`config.mk`:
```
export PLATFORM = sky130hd
export DESIGN_NAME = tmr_wdt_prescale
export DESIGN_NICKNAME = d
export VERILOG_FILES = /design/src/rtl/tmr_wdt_prescale.sv
export SDC_FILE = /design/constraint.sdc
export NUM_CORES = 1
export LEC_CHECK = 0
export ABC_AREA = 1
export CAP_MARGIN = 20
export CORE_ASPECT_RATIO = 0.9
export CORE_MARGIN = 2
export CORE_UTILIZATION = 50
export CTS_CLUSTER_SIZE = 30
export DETAILED_ROUTE_END_ITERATION = 8
export DONT_BUFFER_PORTS = 1
export GPL_TIMING_DRIVEN = 0
export PLACE_DENSITY = 0.68
export SLEW_MARGIN = 10
export SYNTH_ARGS = -nofsm -noshare
export SYNTH_HDL_FRONTEND = slang
export SYNTH_SLANG_ARGS = --single-unit
export TNS_END_PERCENT = 10
```
`constraint.sdc`:
```
create_clock -name clk -period 2.5 [get_ports clk]
set_input_delay 0.625 -clock clk [delete_from_list [all_inputs] [get_ports clk]]
set_output_delay 0.625 -clock clk [all_outputs]
set_load 0.005 [all_outputs]
```
`src/rtl/tmr_wdt_prescale.sv`:
```
module tmr_wdt_prescale #(
  parameter int TW = 8,
  parameter int RW = 3,
  parameter int WB = 12
) (
  input  logic          clk,
  input  logic          rst_n,
  input  logic          ctl_wr,
  input  logic [RW+2:0] ctl_wdata,
  input  logic          cmp_sel,
  input  logic          ext_in,
  input  logic          cmp_in,
  input  logic          dir_req,
  input  logic          tmr_wr,
  input  logic [TW-1:0] tmr_wdata,
  input  logic          wdt_tick,
  input  logic          wdt_clr,
  output logic [TW-1:0] tmr_q,
  output logic          wdt_to,
  output logic          pin_dir
);
  localparam int PW = 1 << RW;
  localparam logic [RW:0] STEP = 1;
  localparam logic [PW:0] UNIT = 1;

  logic [RW+2:0] ctl_q;
  logic [2:0]    ext_s, cmp_s;
  logic [PW-1:0] pre;
  logic [1:0]    hold;
  logic [WB-1:0] wdt_cnt;

  wire src_ext   = ctl_q[RW+2];
  wire edge_fall = ctl_q[RW+1];
  wire to_wdt    = ctl_q[RW];
  wire [RW-1:0] ratio = ctl_q[RW-1:0];

  wire ext_evt = (ext_s[1] ^ edge_fall) & ~(ext_s[2] ^ edge_fall);
  wire cmp_evt = (cmp_s[1] ^ edge_fall) & ~(cmp_s[2] ^ edge_fall);
  wire src_evt = cmp_sel ? cmp_evt : (src_ext ? ext_evt : 1'b1);
  wire t_evt   = src_evt & ~tmr_wr & (hold == 2'd0);

  wire [RW:0] shift  = to_wdt ? {1'b0, ratio} : {1'b0, ratio} + STEP;
  wire [PW:0] mask_w = (UNIT << shift) - UNIT;
  wire        hit    = (pre & mask_w[PW-1:0]) == mask_w[PW-1:0];

  wire pre_evt = to_wdt ? wdt_tick : t_evt;
  wire pre_clr = to_wdt ? wdt_clr : tmr_wr;
  wire tmr_inc = t_evt & (to_wdt | hit);
  wire wdt_inc = wdt_tick & (~to_wdt | hit);

  assign pin_dir = (src_ext & ~cmp_sel) | dir_req;

  always_ff @(posedge clk) begin
    if (!rst_n) begin
      ctl_q   <= '1;
      ext_s   <= '0;
      cmp_s   <= '0;
      pre     <= '0;
      hold    <= '0;
      tmr_q   <= '0;
      wdt_cnt <= '0;
      wdt_to  <= 1'b0;
    end else begin
      ext_s <= {ext_s[1:0], ext_in};
      cmp_s <= {cmp_s[1:0], cmp_in};
      if (ctl_wr) ctl_q <= ctl_wdata;

      if (pre_clr)      pre <= '0;
      else if (pre_evt) pre <= pre + 1'b1;

      if (tmr_wr)       hold <= 2'd2;
      else if (hold != 2'd0) hold <= hold - 2'd1;

      if (tmr_wr)       tmr_q <= tmr_wdata;
      else if (tmr_inc) tmr_q <= tmr_q + 1'b1;

      if (wdt_clr)      wdt_cnt <= '0;
      else if (wdt_inc) wdt_cnt <= wdt_cnt + 1'b1;

      wdt_to <= ~wdt_clr & wdt_inc & (wdt_cnt == '1);
    end
  end
endmodule


```
### Yosys cells after proc, flatten, opt, wreduce, memory -nomap -nowiden

Cells that the tools add are included.

* bits of input ports: 24
* output and inout bits: 10
* register bits after elaboration: 43
* logic and storage cells: 58

* equal/unequal tests: 2
* $add $sub $neg: 6
* bitwise logic cells: 24
* reductions and logical operators: 7
* multiplexer cells: 9
* shift operators: 1

Operator list (count)
* $add 8x1->8 const B: 2
* $mux 8: 2
* $add 12x1->12 const B: 1
* $eq 12x12->1 const B: 1
* $and 1x1->1: 9
* $and 8x8->8: 1
* $eq 8x8->1: 1
* $shl 1x4->8 const A: 1
* $sub 8x1->8 const B: 1
* $not 1->1: 7
* $reduce_bool 2->1: 3
* $reduce_or 2->1: 3
* $add 3x1->4 const B: 1
* $mux 1: 4
* $mux 2: 2
* $mux 4: 1
* $xor 1x1->1: 4
* $or 1x1->1: 3
* $logic_not 2->1: 1
* $sub 2x1->2 const B: 1

### Longest topological paths before layout

* word-level depth: 10
* gate-level depth with buffers: 20
* depth with buffers taken out: 18

### Worst setup path after synthesis

Ideal clock, no wire load.

* path kind: flip-flop to flip-flop
* from: reg ctl_q[0]
* to: reg wdt_cnt[0]
* slack: 137 ps
* clock period less this slack: 2363 ps
* path buffers: 1
* arrival: 2247 ps
* stages on the path, launching flop included: 19
* setup time: 116 ps
* required time: 2384 ps
* cell sequence: dfxtp_1 -> ha_1 -> inv_1 -> o21ai_0 -> nor2_1 -> nand2_2 -> ha_1 -> or2_2 -> nand2_1 -> a21oi_1 -> nand3_1 -> nor2_1 -> nand3_1 -> nand2_1 -> nand2_2 -> inv_2 -> buf_6 -> nor2_1 -> nor2_1

* cells in the longest elaborated chain, start to end: 8

Ends and longest elaborated chain
* start, declared: RTL line 26 `logic [RW+2:0] ctl_q;`
* start signal, assigned: RTL line 66 `if (ctl_wr) ctl_q <= ctl_wdata;`
* $add 3x1->4: RTL line 42 `wire [RW:0] shift = to_wdt ? {1'b0, ratio} : {1'b0, ratio} + STEP;`
* $mux 4 (*): RTL line 42
* $shl 1x4->8 (*): RTL line 43 `wire [PW:0] mask_w = (UNIT << shift) - UNIT;`
* $sub 8x1->8 (*): RTL line 43
* $and 8x8->8: RTL line 44 `wire hit = (pre & mask_w[PW-1:0]) == mask_w[PW-1:0];`
* $eq 8x8->1 (*): RTL line 44
* $or 1x1->1 (*): RTL line 49 `wire wdt_inc = wdt_tick & (~to_wdt | hit);`
* $and 1x1->1 (*): RTL line 49
* end signal, assigned: RTL line 78 `else if (wdt_inc) wdt_cnt <= wdt_cnt + 1'b1;`
* end, declared: RTL line 30 `logic [WB-1:0] wdt_cnt;`

Every way passes the cells marked *; elsewhere a longest branch is shown, timed or not.
A chain may end at the register's enable or synchronous reset.

### Worst setup path after layout

* from: reg ctl_q[1]
* to: reg wdt_cnt[7]

The elaborated chain is that of the path after synthesis.

==> impl_metrics.env <==
export IMPL_outcome="finished with violations"
export IMPL_violations="negative setup slack"
export IMPL_start_kind="register"
export IMPL_nets=390
export IMPL_path_cells="ha_4, nand2_2, nand2_2, nand2_4, nor2_4, nand3_2, ha_4, or2_4, nand2_2, a21oi_2, nand3_1, nor2_1, nand3_1, nand2_1, nand2_2, inv_2, buf_6, nand2_2, a21oi_2"
export IMPL_row_count=23
export IMPL_worst_setup_hold_path_clk_slew_ps=90
export IMPL_synth_cell_type_count=28
export IMPL_firstDrtPassIters=4
export IMPL_tightestPinTransition_ps=670
export IMPL_hold_depth=2
export IMPL_die_x_um=75.6
export IMPL_power_density_nw_per_um2=549
export IMPL_syn_cell_area_um2=2310
export IMPL_portBuffers=0
export IMPL_viasPerCell=5.07
export IMPL_timing_rr_start="ctl_q[1]"
export IMPL_start_util=0.520
export IMPL_p_leak_nw=1.16
export IMPL_overflow=0
export IMPL_cts_tree="built"
export IMPL_fin_crit_sh=1.01
export IMPL_hold_class="in -> reg"
export IMPL_cp_slowest_stage_delay_ps=390
export IMPL_routed_wl_um=5060
export IMPL_cp_common_cell="nand2_2"
export IMPL_drc=0
export IMPL_synth_area_per_cell_um2=6.82
export IMPL_drive_gt1_frac=0.177
export IMPL_drt_iter0_drc=51
export IMPL_synthCells=338
export IMPL_rsz0062_at_grt="true"
export IMPL_hpwl_um=3420
export IMPL_holdBufCountCts=0
export IMPL_fmax_ghz=0.398
export IMPL_grt_first_pass_wirelength_um=7530
export IMPL_cp_end_kind="register"
export IMPL_fp_dieH_um=68.4
export IMPL_ctsLongestPathBuffers=2
export IMPL_required_ps=2730
export IMPL_pre_cts_ws_ps=-167
export IMPL_skew_ps=14.4
export IMPL_clock_root_buffer="clkbuf_8"
export IMPL_maxCapViolations=0
export IMPL_cts_buffers=5
export IMPL_grt_pass1_vias=1782
export IMPL_worstSetupPathType="reg -> reg"
export IMPL_yosys_warnings=0
export IMPL_synth_seq_area_share=0.373
export IMPL_synth_nets=367
export IMPL_finalHoldViolations=0
export IMPL_critPathArrivalTime_ps=2750
export IMPL_die_area_um2=5170
export IMPL_syn2layout_area_growth_pct=19.6
export IMPL_track_usage=0.193
export IMPL_design_core_area_um2=4430
export IMPL_holdPathEnd="cmp_s[0]"
export IMPL_layout_common_cells="nand2_1, dfxtp_1, nand3_1, inv_1, nor2_1"
export IMPL_final_util=0.623
export IMPL_reg2reg_to="wdt_cnt[7]"
export IMPL_cts_max_level=2
export IMPL_drv_slew=0
export IMPL_holdCritStartpoint="cmp_in"
export IMPL_final_common_cell="nand2_1"
export IMPL_worst_r2r_path_depth=19
export IMPL_setup_slack_ps=-14.8
export IMPL_ant_nets=0
export IMPL_routabilityCongestion=0.827
export IMPL_min_period_ps=2510
export IMPL_final_cells=424
export IMPL_numClockSinks=43
export IMPL_synth_seq_cells=43
export IMPL_critical_path_slowest_cell="dfxtp_4"
export IMPL_ir_drop_v=0.000435
export IMPL_wl_per_cell_um=11.9
export IMPL_reg2reg_slack_ps=-10
export IMPL_diodes=0
export IMPL_antenna_found_initial=0
export IMPL_relSlewSlack=0.550
export IMPL_post_place_cells=400
export IMPL_setup_viol=3
export IMPL_io_pins=34
export IMPL_fillers=434
export IMPL_finalPower_mw=1.51
export IMPL_cp_max_fo=5
export IMPL_clock_latency_ps=300
export IMPL_grt_max_degree=16
export IMPL_vias=2148
export IMPL_cp_num_buf_inv=2
export IMPL_cp_top_family="simple AND/OR/NAND/NOR gates"
## metal layers
metal / track usage / vias up / wire (um)
met5: 0 / - / 0
met4: 0.0526 / 0 / 46
met3: 0.0810 / 5 / 256
met2: 0.312 / 36 / 2370
met1: 0.235 / 961 / 2380
li1: - / 1146 / -
## logic make-up (layout without fill, tap and decap cells)
kind of cell               after synthesis  count (layout)  share of synthesized area
AOI/OAI and AO/OA                       50              50                      0.112
xor gates and xnor gates                17              17                     0.0678
adders and majority gates                5               5                     0.0271
buffers and inverters                   47              71                     0.0857
DFF                                     43              43                      0.373
and+or+nand+nor                        176             176                      0.334
## synth_stat cells, drive strengths merged
| cell | count | area share |
|---|---|---|
| o21ai | 19 | 0.041 |
| buf | 3 | 0.013 |
| clkbuf | 5 | 0.0081 |
| nor3 | 7 | 0.015 |
| a21o | 1 | 0.0033 |
| nand4 | 5 | 0.014 |
| ha | 5 | 0.027 |
| a211oi | 1 | 0.0033 |
| xor2 | 10 | 0.038 |
| nand3 | 41 | 0.089 |
| nor3b | 1 | 0.0033 |
| a21oi | 28 | 0.061 |
| nand2 | 94 | 0.16 |
| inv | 38 | 0.063 |
| dfxtp | 43 | 0.37 |
| nor4 | 1 | 0.0054 |
| xnor2 | 7 | 0.030 |
| nor2 | 26 | 0.046 |
| o211ai | 1 | 0.0033 |
| clkinv | 1 | 0.0016 |
| or2 | 1 | 0.0027 |
## timing repair
item	in CTS	in global routing
buffers inserted	3	11
gates resized for setup	7	37
pin swaps	2	18
cloned	0	2
endpoints found under the setup margin	20	21
## worst max-delay path by stage
stage               startpoint          to  slack [ps]  cells past startpoint
global route          ctl_q[1]  wdt_cnt[7]        -170                     19
finish                ctl_q[1]  wdt_cnt[7]         -10                     19
floorplan             ctl_q[0]  wdt_cnt[0]         140                     18
detailed placement    ctl_q[0]    tmr_q[4]        -170                     17
CTS                   ctl_q[0]  wdt_cnt[1]           1                     18
global placement      ctl_q[0]    tmr_q[7]        -160                     17
## metrics by stage
stage               cell area, um^2  hold slack, ps  TNS [ps]
floorplan                      2310             390         0
global placement               2380             397     -2390
detailed placement             2380             397     -2880
CTS                            2540             408         0
global route                   2760             413     -2170
finish                         2760             418     -33.8
## registers in the layout, summed over array words and instances, names as in the netlist
name,cells
cmp_s,3
ctl_q,6
ext_s,3
hold,2
pre,8
tmr_q,8
wdt_cnt,12
wdt_to,1
## worst reg2reg max path: stages (launching register included)
cell	delay, ps
dfxtp_4	390
ha_4	160
nand2_2	50
nand2_2	80
nand2_4	70
nor2_4	150
nand3_2	100
ha_4	270
or2_4	100
nand2_2	40
a21oi_2	90
nand3_1	80
nor2_1	90
nand3_1	130
nand2_1	120
nand2_2	100
inv_2	110
buf_6	140
nand2_2	60
a21oi_2	120
## report_power, final
group / switching (mW) / total [mW] / internal, mW / leakage, nW
Clock: 0.250 / 0.551 / 0.301 / 0.0548
Sequential: 0.0249 / 0.732 / 0.707 / 0.351
Combinational: 0.133 / 0.231 / 0.0979 / 0.753
Total: 0.408 / 1.51 / 1.11 / 1.16
## cell type report
type,count,area [um^2],share of cell area
Inverter,39,154,0.0558
Sequential cell,43,868,0.315
Buffer,8,52.6,0.0190
Tap cell,62,77.6,0.0281
Clock buffer,5,68.8,0.0249
Clock inverter,3,46.3,0.0168
Timing Repair Buffer,16,128,0.0463
Multi-Input combinational cell,248,1360,0.494
Note: power is estimated with default switching activity, not from simulation.
